`src/rtl/dal_pkg.sv`:
```
package dal_pkg;
    localparam int WORD_W   = 32;
    localparam int COMP_W   = 24;
    localparam int NUM_COMP = 4;
    localparam int VEC_W    = COMP_W * NUM_COMP;
    localparam int NUM_WORDS = VEC_W / WORD_W;

    typedef logic [COMP_W-1:0] comp_t;

    // w occupies the most significant field, x the least
    typedef struct packed {
        comp_t w;
        comp_t z;
        comp_t y;
        comp_t x;
    } vec4_t;
endpackage

```
`src/rtl/dal_stage.sv`:
```
module dal_stage #(
    parameter int WORD_W    = 32,
    parameter int NUM_WORDS = 3
) (
    input  logic                        clk,
    input  logic                        rst_n,
    input  logic                        push,
    input  logic [WORD_W-1:0]           din,
    output logic                        commit,
    output logic [NUM_WORDS*WORD_W-1:0] words
);
    localparam int CNT_W  = $clog2(NUM_WORDS);
    localparam int HOLD_N = NUM_WORDS - 1;
    localparam logic [CNT_W-1:0] LAST = CNT_W'(NUM_WORDS - 1);

    typedef struct packed {
        logic [CNT_W-1:0]               cnt;
        logic [HOLD_N-1:0][WORD_W-1:0]  hold;
    } stage_t;

    stage_t st_d, st_q;

    always_comb begin
        st_d   = st_q;
        commit = push && (st_q.cnt == LAST);
        if (push) begin
            if (commit) begin
                st_d.cnt = '0;
            end else begin
                for (int i = 0; i < HOLD_N; i++) begin
                    if (st_q.cnt == CNT_W'(i)) st_d.hold[i] = din;
                end
                st_d.cnt = st_q.cnt + CNT_W'(1);
            end
        end
        // first arrival lands in the most significant word; the last word bypasses the buffer
        for (int i = 0; i < HOLD_N; i++) begin
            words[(NUM_WORDS-1-i)*WORD_W +: WORD_W] = st_q.hold[i];
        end
        words[WORD_W-1:0] = din;
    end

    always_ff @(posedge clk or negedge rst_n) begin
        if (!rst_n) st_q <= '0;
        else        st_q <= st_d;
    end

    // the counter never passes the last slot
    a_r3_cnt_bound: assert property (@(posedge clk) disable iff (!rst_n)
        st_q.cnt <= LAST);

    // a push that does not complete advances the count by one
    a_r3_cnt_step: assert property (@(posedge clk) disable iff (!rst_n)
        (push && st_q.cnt != LAST) |=> st_q.cnt == $past(st_q.cnt) + CNT_W'(1));

    // without a push the count holds
    a_r3_cnt_hold: assert property (@(posedge clk) disable iff (!rst_n)
        !push |=> $stable(st_q.cnt));
endmodule

```
`src/rtl/dal_unpack.sv`:
```
module dal_unpack
    import dal_pkg::*;
(
    input  logic [NUM_WORDS*WORD_W-1:0] words,
    output vec4_t                       vec
);
    comp_t comps [NUM_COMP];

    // component k is taken from bit k*COMP_W of the concatenated words,
    // which places w across the tail of word A and x in the low bits of word C
    for (genvar k = 0; k < NUM_COMP; k++) begin : g_field
        assign comps[k] = words[k*COMP_W +: COMP_W];
    end

    assign vec.x = comps[0];
    assign vec.y = comps[1];
    assign vec.z = comps[2];
    assign vec.w = comps[3];
endmodule

```
`src/rtl/dal_store.sv`:
```
module dal_store #(
    parameter int NUM_ENTRIES = 16,
    parameter int ENT_W       = 96
) (
    input  logic                           clk,
    input  logic                           rst_n,
    input  logic                           we,
    input  logic [$clog2(NUM_ENTRIES)-1:0] waddr,
    input  logic [ENT_W-1:0]               wdata,
    input  logic [$clog2(NUM_ENTRIES)-1:0] raddr,
    output logic [ENT_W-1:0]               rdata
);
    localparam int AW = $clog2(NUM_ENTRIES);

    logic [NUM_ENTRIES-1:0][ENT_W-1:0] mem_d, mem_q;

    for (genvar e = 0; e < NUM_ENTRIES; e++) begin : g_ent
        always_comb begin
            mem_d[e] = mem_q[e];
            if (we && waddr == AW'(e)) mem_d[e] = wdata;
        end
    end

    always_ff @(posedge clk or negedge rst_n) begin
        if (!rst_n) mem_q <= '0;
        else        mem_q <= mem_d;
    end

    assign rdata = mem_q[raddr];

    // a write lands in the addressed entry
    a_r5_store_lands: assert property (@(posedge clk) disable iff (!rst_n)
        we |=> mem_q[$past(waddr)] == $past(wdata));

    // without a write the bank is unchanged
    a_r7_store_hold: assert property (@(posedge clk) disable iff (!rst_n)
        !we |=> mem_q == $past(mem_q));
endmodule

```
`src/rtl/dflt_attr_loader.sv`:
```
module dflt_attr_loader
    import dal_pkg::*;
#(
    parameter int              NUM_ENTRIES = 16,
    parameter int              ADDR_W      = 10,
    parameter logic [9:0]      BASE_ADDR   = 10'h232
) (
    input  logic                           clk,
    input  logic                           rst_n,
    input  logic                           wr_en,
    input  logic [ADDR_W-1:0]              wr_addr,
    input  logic [WORD_W-1:0]              wr_data,
    input  logic [$clog2(NUM_ENTRIES)-1:0] rd_idx,
    output logic [VEC_W-1:0]               rd_vec,
    output logic                           err_o
);
    localparam int AW = $clog2(NUM_ENTRIES);
    localparam logic [ADDR_W-1:0] BASE     = ADDR_W'(BASE_ADDR);
    localparam logic [ADDR_W-1:0] OFF_LAST = ADDR_W'(NUM_WORDS);
    localparam logic [WORD_W-1:0] LIMIT    = WORD_W'(NUM_ENTRIES);

    typedef struct packed {
        logic [WORD_W-1:0] idx;
        logic              err;
    } ctl_t;

    ctl_t ctl_d, ctl_q;

    logic [ADDR_W-1:0]           offs;
    logic                        idx_wr, val_wr;
    logic                        commit, in_range, store_we;
    logic [NUM_WORDS*WORD_W-1:0] words;
    vec4_t                       vec;

    always_comb begin
        offs   = wr_addr - BASE;
        idx_wr = wr_en && (offs == '0);
        val_wr = wr_en && (offs != '0) && (offs <= OFF_LAST);
    end

    dal_stage #(.WORD_W(WORD_W), .NUM_WORDS(NUM_WORDS)) u_stage (
        .clk    (clk),
        .rst_n  (rst_n),
        .push   (val_wr),
        .din    (wr_data),
        .commit (commit),
        .words  (words)
    );

    dal_unpack u_unpack (
        .words (words),
        .vec   (vec)
    );

    always_comb begin
        ctl_d    = ctl_q;
        in_range = ctl_q.idx < LIMIT;
        store_we = commit && in_range;
        ctl_d.err = commit && !in_range;
        if (store_we)    ctl_d.idx = ctl_q.idx + WORD_W'(1);
        else if (idx_wr) ctl_d.idx = wr_data;
    end

    always_ff @(posedge clk or negedge rst_n) begin
        if (!rst_n) ctl_q <= '0;
        else        ctl_q <= ctl_d;
    end

    dal_store #(.NUM_ENTRIES(NUM_ENTRIES), .ENT_W(VEC_W)) u_store (
        .clk   (clk),
        .rst_n (rst_n),
        .we    (store_we),
        .waddr (ctl_q.idx[AW-1:0]),
        .wdata (vec),
        .raddr (rd_idx),
        .rdata (rd_vec)
    );

    assign err_o = ctl_q.err;

    // a good completion moves the index on by one
    a_r5_idx_step: assert property (@(posedge clk) disable iff (!rst_n)
        (commit && ctl_q.idx < LIMIT) |=> ctl_q.idx == $past(ctl_q.idx) + WORD_W'(1));

    // an out-of-range completion raises the flag and keeps the index
    a_r6_err_keep: assert property (@(posedge clk) disable iff (!rst_n)
        (commit && ctl_q.idx >= LIMIT) |=> (err_o && $stable(ctl_q.idx)));

    // the flag lasts a single cycle
    a_r6_err_single: assert property (@(posedge clk) disable iff (!rst_n)
        err_o |=> !err_o);

    // with no write strobe the index holds
    a_r2_idx_quiet: assert property (@(posedge clk) disable iff (!rst_n)
        !wr_en |=> $stable(ctl_q.idx));
endmodule

```
`config.mk`:
```
export PLATFORM = sky130hd
export DESIGN_NAME = dflt_attr_loader
export DESIGN_NICKNAME = d
export VERILOG_FILES = /design/src/rtl/dal_pkg.sv /design/src/rtl/dal_stage.sv /design/src/rtl/dal_unpack.sv /design/src/rtl/dal_store.sv /design/src/rtl/dflt_attr_loader.sv
export SDC_FILE = /design/constraint.sdc
export NUM_CORES = 2
export LEC_CHECK = 0
export ABC_CLOCK_PERIOD_IN_PS = 4000
export BUFFER_PORTS_ARGS = -buffer_cell sky130_fd_sc_hd__buf_4
export CORE_MARGIN = 2
export CORE_UTILIZATION = 40
export CTS_CLUSTER_SIZE = 30
export DETAILED_ROUTE_END_ITERATION = 10
export PLACE_DENSITY = 0.64
export SLEW_MARGIN = 20
export SYNTH_ARGS = -nofsm -noshare
export SYNTH_HDL_FRONTEND = slang
export SYNTH_SLANG_ARGS = --single-unit
```
`constraint.sdc`:
```
create_clock -name clk -period 4 [get_ports clk]
set_clock_uncertainty 0.15 [all_clocks]
set_input_delay 0 -clock clk [delete_from_list [all_inputs] [get_ports clk]]
set_output_delay 0 -clock clk [all_outputs]
set_load 0.05 [all_outputs]
```
; Yosys cells after proc, flatten, opt, wreduce, memory -nomap -nowiden
; Index checks and enable logic that the tools add are counted.
[classes]
n_reduce_logical = 30
addsub = 3
n_lt_le_gt_ge = 3
bitwise = 1
n_eq_ne = 17
muxes = 5
[op_table]
columns = operator, n
row1 = binary-select mux 96 bit (select 4 bit), 1
row2 = 2-to-1 mux 96 bit, 1
row3 = 2-to-1 mux 32 bit, 2
row4 = "adder 32 x 1 -> 32 bit, second input constant", 1
row5 = "equality test 4 bit, second input constant", 8
row6 = "< comparator 32 x 5 -> 1 bit, second input constant", 1
row7 = logical AND 1 bit, 22
row8 = "equality test 4 x 3 -> 1 bit, second input constant", 4
row9 = "less-or-equal comparator 10 x 2 -> 1 bit, second input constant", 1
row10 = logical NOT 10 bit, 1
row11 = nonzero test 10 bit, 1
row12 = "subtractor 10 bit, second input constant", 1
row13 = "equality test 4 x 2 -> 1 bit, second input constant", 2
row14 = AND reduction 3 bit, 2
row15 = "< comparator 4 x 5 -> 1 bit, second input constant", 1
row16 = "equality test 4 x 1 -> 1 bit, second input constant", 1
row17 = logical NOT 4 bit, 1
row18 = "adder 2 x 1 -> 2 bit, second input constant", 1
row19 = "equality test 2 x 1 -> 1 bit, second input constant", 1
row20 = "equality test 2 bit, second input constant", 1
row21 = logical NOT 2 bit, 1
row22 = 2-to-1 mux 2 bit, 1
row23 = nonzero test 2 bit, 1
row24 = logical NOT 1 bit, 1
row25 = NOT 1 bit, 1
[word_totals]
wordCells = 80
regBits = 1635
out_inout_bits = 97

; Longest topological paths before layout
[depth]
word_depth = 7
ltp_mapped = 10

; Modules after synthesis
; From an unflattened synthesis, not the netlist that was laid out.
[unflattened]
hier_cells = 4631
hier_area_um2 = 73538.0
[modules_own_cells]
columns = mod, seq_area_each_um2, cells_each, instances, area_each_um2
row1 = dal_store, 38436.9, 4163, 1, 68026.5
row2 = dal_stage, 1651.6, 239, 1, 3204.3
row3 = dflt_attr_loader, 825.8, 133, 1, 1586.5
row4 = dal_unpack, 0.0, 96, 1, 720.7

; Worst setup path before layout
; OpenSTA, ideal clock, no wires.
[synth_timing]
path_kind = reg2reg
from = register ctl_q[10] in the netlist's numbering
to = register u_store.mem_q[572] in the netlist's numbering
period_less_slack_ns = 2.904
t_required_ns = 3.722
setup_time_ns = 0.128
path_slack_ns = 1.096
path_stages_with_launch = 9
arrival_time_ns = 2.627
n_path_buf = 4
path_cell_list = dfrtp_1 or4_4 or3_1 clkbuf_1 buf_4 nor4_4 buf_4 buf_6 mux2_1
[synth_between]
elab_chain_len = 3
[synth_rtl]
columns = element, line
row1 = from (decl), dflt_attr_loader.sv:27  ; ctl_t ctl_d, ctl_q;
row2 = from (signal assigned), dflt_attr_loader.sv:66  ; else ctl_q <= ctl_d;
row3 = < comparator 32 x 5 -> 1 bit, dflt_attr_loader.sv:57  ; in_range = ctl_q.idx < LIMIT;
row4 = logical AND 1 bit, dflt_attr_loader.sv:58  ; store_we = commit && in_range;
row5 = logical AND 1 bit, dal_store.sv:20  ; if (we && waddr == AW'(e)) mem_d[e] = wdata;
row6 = to (signal assigned), dal_store.sv:26  ; else mem_q <= mem_d;
row7 = to (decl), dal_store.sv:15  ; logic [NUM_ENTRIES-1:0][ENT_W-1:0] mem_d, mem_q;
; Every way passes these cells.
; A chain may end at the register's enable or synchronous reset.

; Worst setup path in the final report
[layout_timing]
from = register ctl_q[31] in the netlist's numbering
to = register u_store.mem_q[781] in the netlist's numbering
; The elaborated chain is that of the path after synthesis.

==> flow_metrics.py <==
metrics = {
    "timing": {
        "finalMaxSlewViolations": 0,
        "final-hold-violation-count": 0,
        "finalCritPeriodShare": 0.8730,
        "setup_tns_ns": 0,
        "post-route-min-period_ns": 3.492,
        "layout_setup_ws_ns": 0.5080,
        "fmax_ghz": 0.2864,
        "slew_headroom": 0.2866,
        "tightest_slew_ns": 1.070,
        "setup_viol": 0,
        "rsz0062_at_grt": "no",
    },
    "clocking": {
        "cts_sinks": 1635,
        "cts_tree": "built",
        "post_cts_buffers": 0,
        "cts-root-buf": "clkbuf_16",
        "numCtsBuffers": 173,
        "clk_latency_ns": 0.81,
        "ctsHtreeMaxLevel": 4,
        "clk_pin_slew_ns": 0.06,
        "cts_buffer_depth": 3,
    },
    "synth": {
        "ys_ff_latch": 1635,
        "ys_warn_count": 0,
        "synthTopCellsByArea": "dfrtp_1 (56%), mux2_2 (16%), mux4_2 (15%)",
        "syn-cell-area_um2": 73180,
        "seq_area_frac_synth": 0.5591,
        "syn_nets": 4321,
        "synth_cell_types": 37,
        "yosys.area.top_type": "dfrtp_1",
        "synth_top_area_share": 0.5591,
        "synthCells": 4264,
        "syn-mean-instance-area_um2": 17.16,
    },
    "place": {
        "portBuffers": 145,
        "place_ws_ns": 0.5444,
        "dpl.hpwl_mm": 103.5,
        "gp_congestion": 0.7571,
    },
    "floorplan": {
        "dieWidth_um": 431.7,
        "start_util": 0.4036,
        "rows": 156,
        "die_area_um2": 186400,
        "coreArea_um2": 181300,
        "die_h_um": 431.7,
        "ioPinCount": 146,
    },
    "route": {
        "first_iter_violations": 2472,
        "drc": 0,
        "via_per_inst": 5.680,
        "vias": 38850,
        "ant_nets": 0,
        "firstDrtPassIters": 5,
        "wl_mm": 183.7,
        "wl_per_cell_um": 26.85,
    },
    "global_route": {
        "grt_pass1_vias": 42030,
        "grt_usage": 0.2011,
        "grt_overflow": 0,
        "antenna_found_initial": 15,
        "grt_max_degree": 177,
        "grt_pass1_wl_mm": 281.3,
    },
    "cells_and_area": {
        "fin_util": 0.4588,
        "nNetsFinal": 4381,
        "layout-drive-gt1-share": 0.4737,
        "final_common_cell": "dfrtp_1",
        "final_cell_mix": "dfrtp_1 (1635), mux2_2 (1057), mux2_1 (524)",
        "syn_to_final_growth_pct": 13.68,
    },
    "power_and_ir_drop": {
        "p_total_uw": 34290,
        "p_leak_uw": 0.04035,
        "peakVddDrop_uv": 370.3,
        "p_per_area_nw_per_um2": 412.2,
    },
    "min_path": {
        "holdCritPathClass": "in2reg",
    },
    "setup_path": {
        "worstPathRequired_ns": 4.51,
        "worstPathMaxFanout": 56,
        "start_kind": "flip-flop",
        "cp.arrival_ns": 4.00,
        "critPathKind": "reg2reg",
        "worstSetupEndpointType": "flip-flop",
    },
    "outcome": {
        "status": "completed",
    },
    "run": {
        "drv_cap": 0,
    },
}
-- registers in the layout, summed over array words and instances, names as in the netlist --
name and flops:
err_o 1, u_store.mem_q 1536, u_stage.words 64, u_stage.st_q 2, ctl_q 32
-- power by group --
group / total [uW] / switching [uW] / internal, uW
Combinational: 1280 / 901 / 384
Sequential: 16700 / 103 / 16600
Clock: 16300 / 6790 / 9540
-- critical path, cell delays in order (launching register included) --
cell	delay (ns)
dfrtp_1	0.37
nor4_1	0.35
nand4_1	0.25
or3_1	0.50
buf_4	0.31
nor4_4	0.46
buf_12	0.48
mux2_2	0.40
-- repair_timing --
action                                  CTS  global route
gates resized for setup                   0             0
hold buffers                             47             0
endpoints found under the hold margin  2243             0
-- Yosys cell counts (all sizes together) --
cell     instances
or4              3
a21o             1
or3              2
nand4            2
dfrtp         1635
o311a            2
a211oi           1
o41a             2
mux4           480
nand2           15
inv             16
nor3             2
nor2             6
xnor2            1
clkbuf         123
a311oi           1
a211o            1
nor4            21
o2111ai          1
nor4bb           1
o21ai           16
o211ai           3
nand2b           2
or2              3
mux2          1621
and4             2
xor2             1
a311o            1
ha               8
buf            291
-- path summary, 6_finish.rpt --
check | from | endpoint | slack [ns] | cells after the start
hold / removal | wr_data[3] | u_stage.words[67] | 0.05 | 4
hold reg to reg | u_store.mem_q[275] | u_store.mem_q[275] | 0.33 | 1
setup / recovery | ctl_q[31] | u_store.mem_q[781] | 0.51 | 7
max in group asynchronous | rst_n | u_store.mem_q[1504] | 1.95 | 6
min in group asynchronous | rst_n | u_store.mem_q[1083] | 0.28 | 4
setup reg to reg | ctl_q[31] | u_store.mem_q[781] | 0.51 | 7
-- per-layer routing --
metal	vias up	track usage	routed length (um)
met2	686	0.3221	88140
met1	21800	0.2900	84560
li1	16120	-	-
met5	-	0	43
met3	239	0.02623	6541
met4	6	0.05336	4388
-- layout make-up --
cell class	instances	area, um2
antenna	7	17.52
clock buffer	270	5187
clock inverter	44	671.9
fill	15530	98140
inverter	16	60.06
multi-input combinational	2199	30110
sequential	1635	40910
tap	2370	2965
timing repair buffer	299	3267
-- stage by stage --
stage | instance area, um2 | std cells | hold WS [ns]
floorplan | 73180 | 4264 | -0.4456
global placement | 76820 | 6472 | -0.2346
detailed placement | 76820 | 6472 | -0.2357
CTS | 83170 | 6833 | 0.03992
global route | 83170 | 6833 | 0.06878
finish | 83190 | 6840 | 0.05405
-- kinds of logic (layout without fill, tap and decap cells) --
group / count (synthesis) / in the layout / share of synthesized area
AND/OR/NAND/NOR: 59 / 59 / 0.007591
XOR/XNOR: 2 / 2 / 0.0002394
multiplexers: 2101 / 2101 / 0.3992
AO/OA/AOI/OAI: 29 / 29 / 0.002684
other: 0 / 7 / 0
buffers and inverters: 430 / 629 / 0.02982
flip-flops: 1635 / 1635 / 0.5591
adder cells (fa/ha/maj): 8 / 8 / 0.001368
No activity file was read; power rests on OpenSTA's default activity.
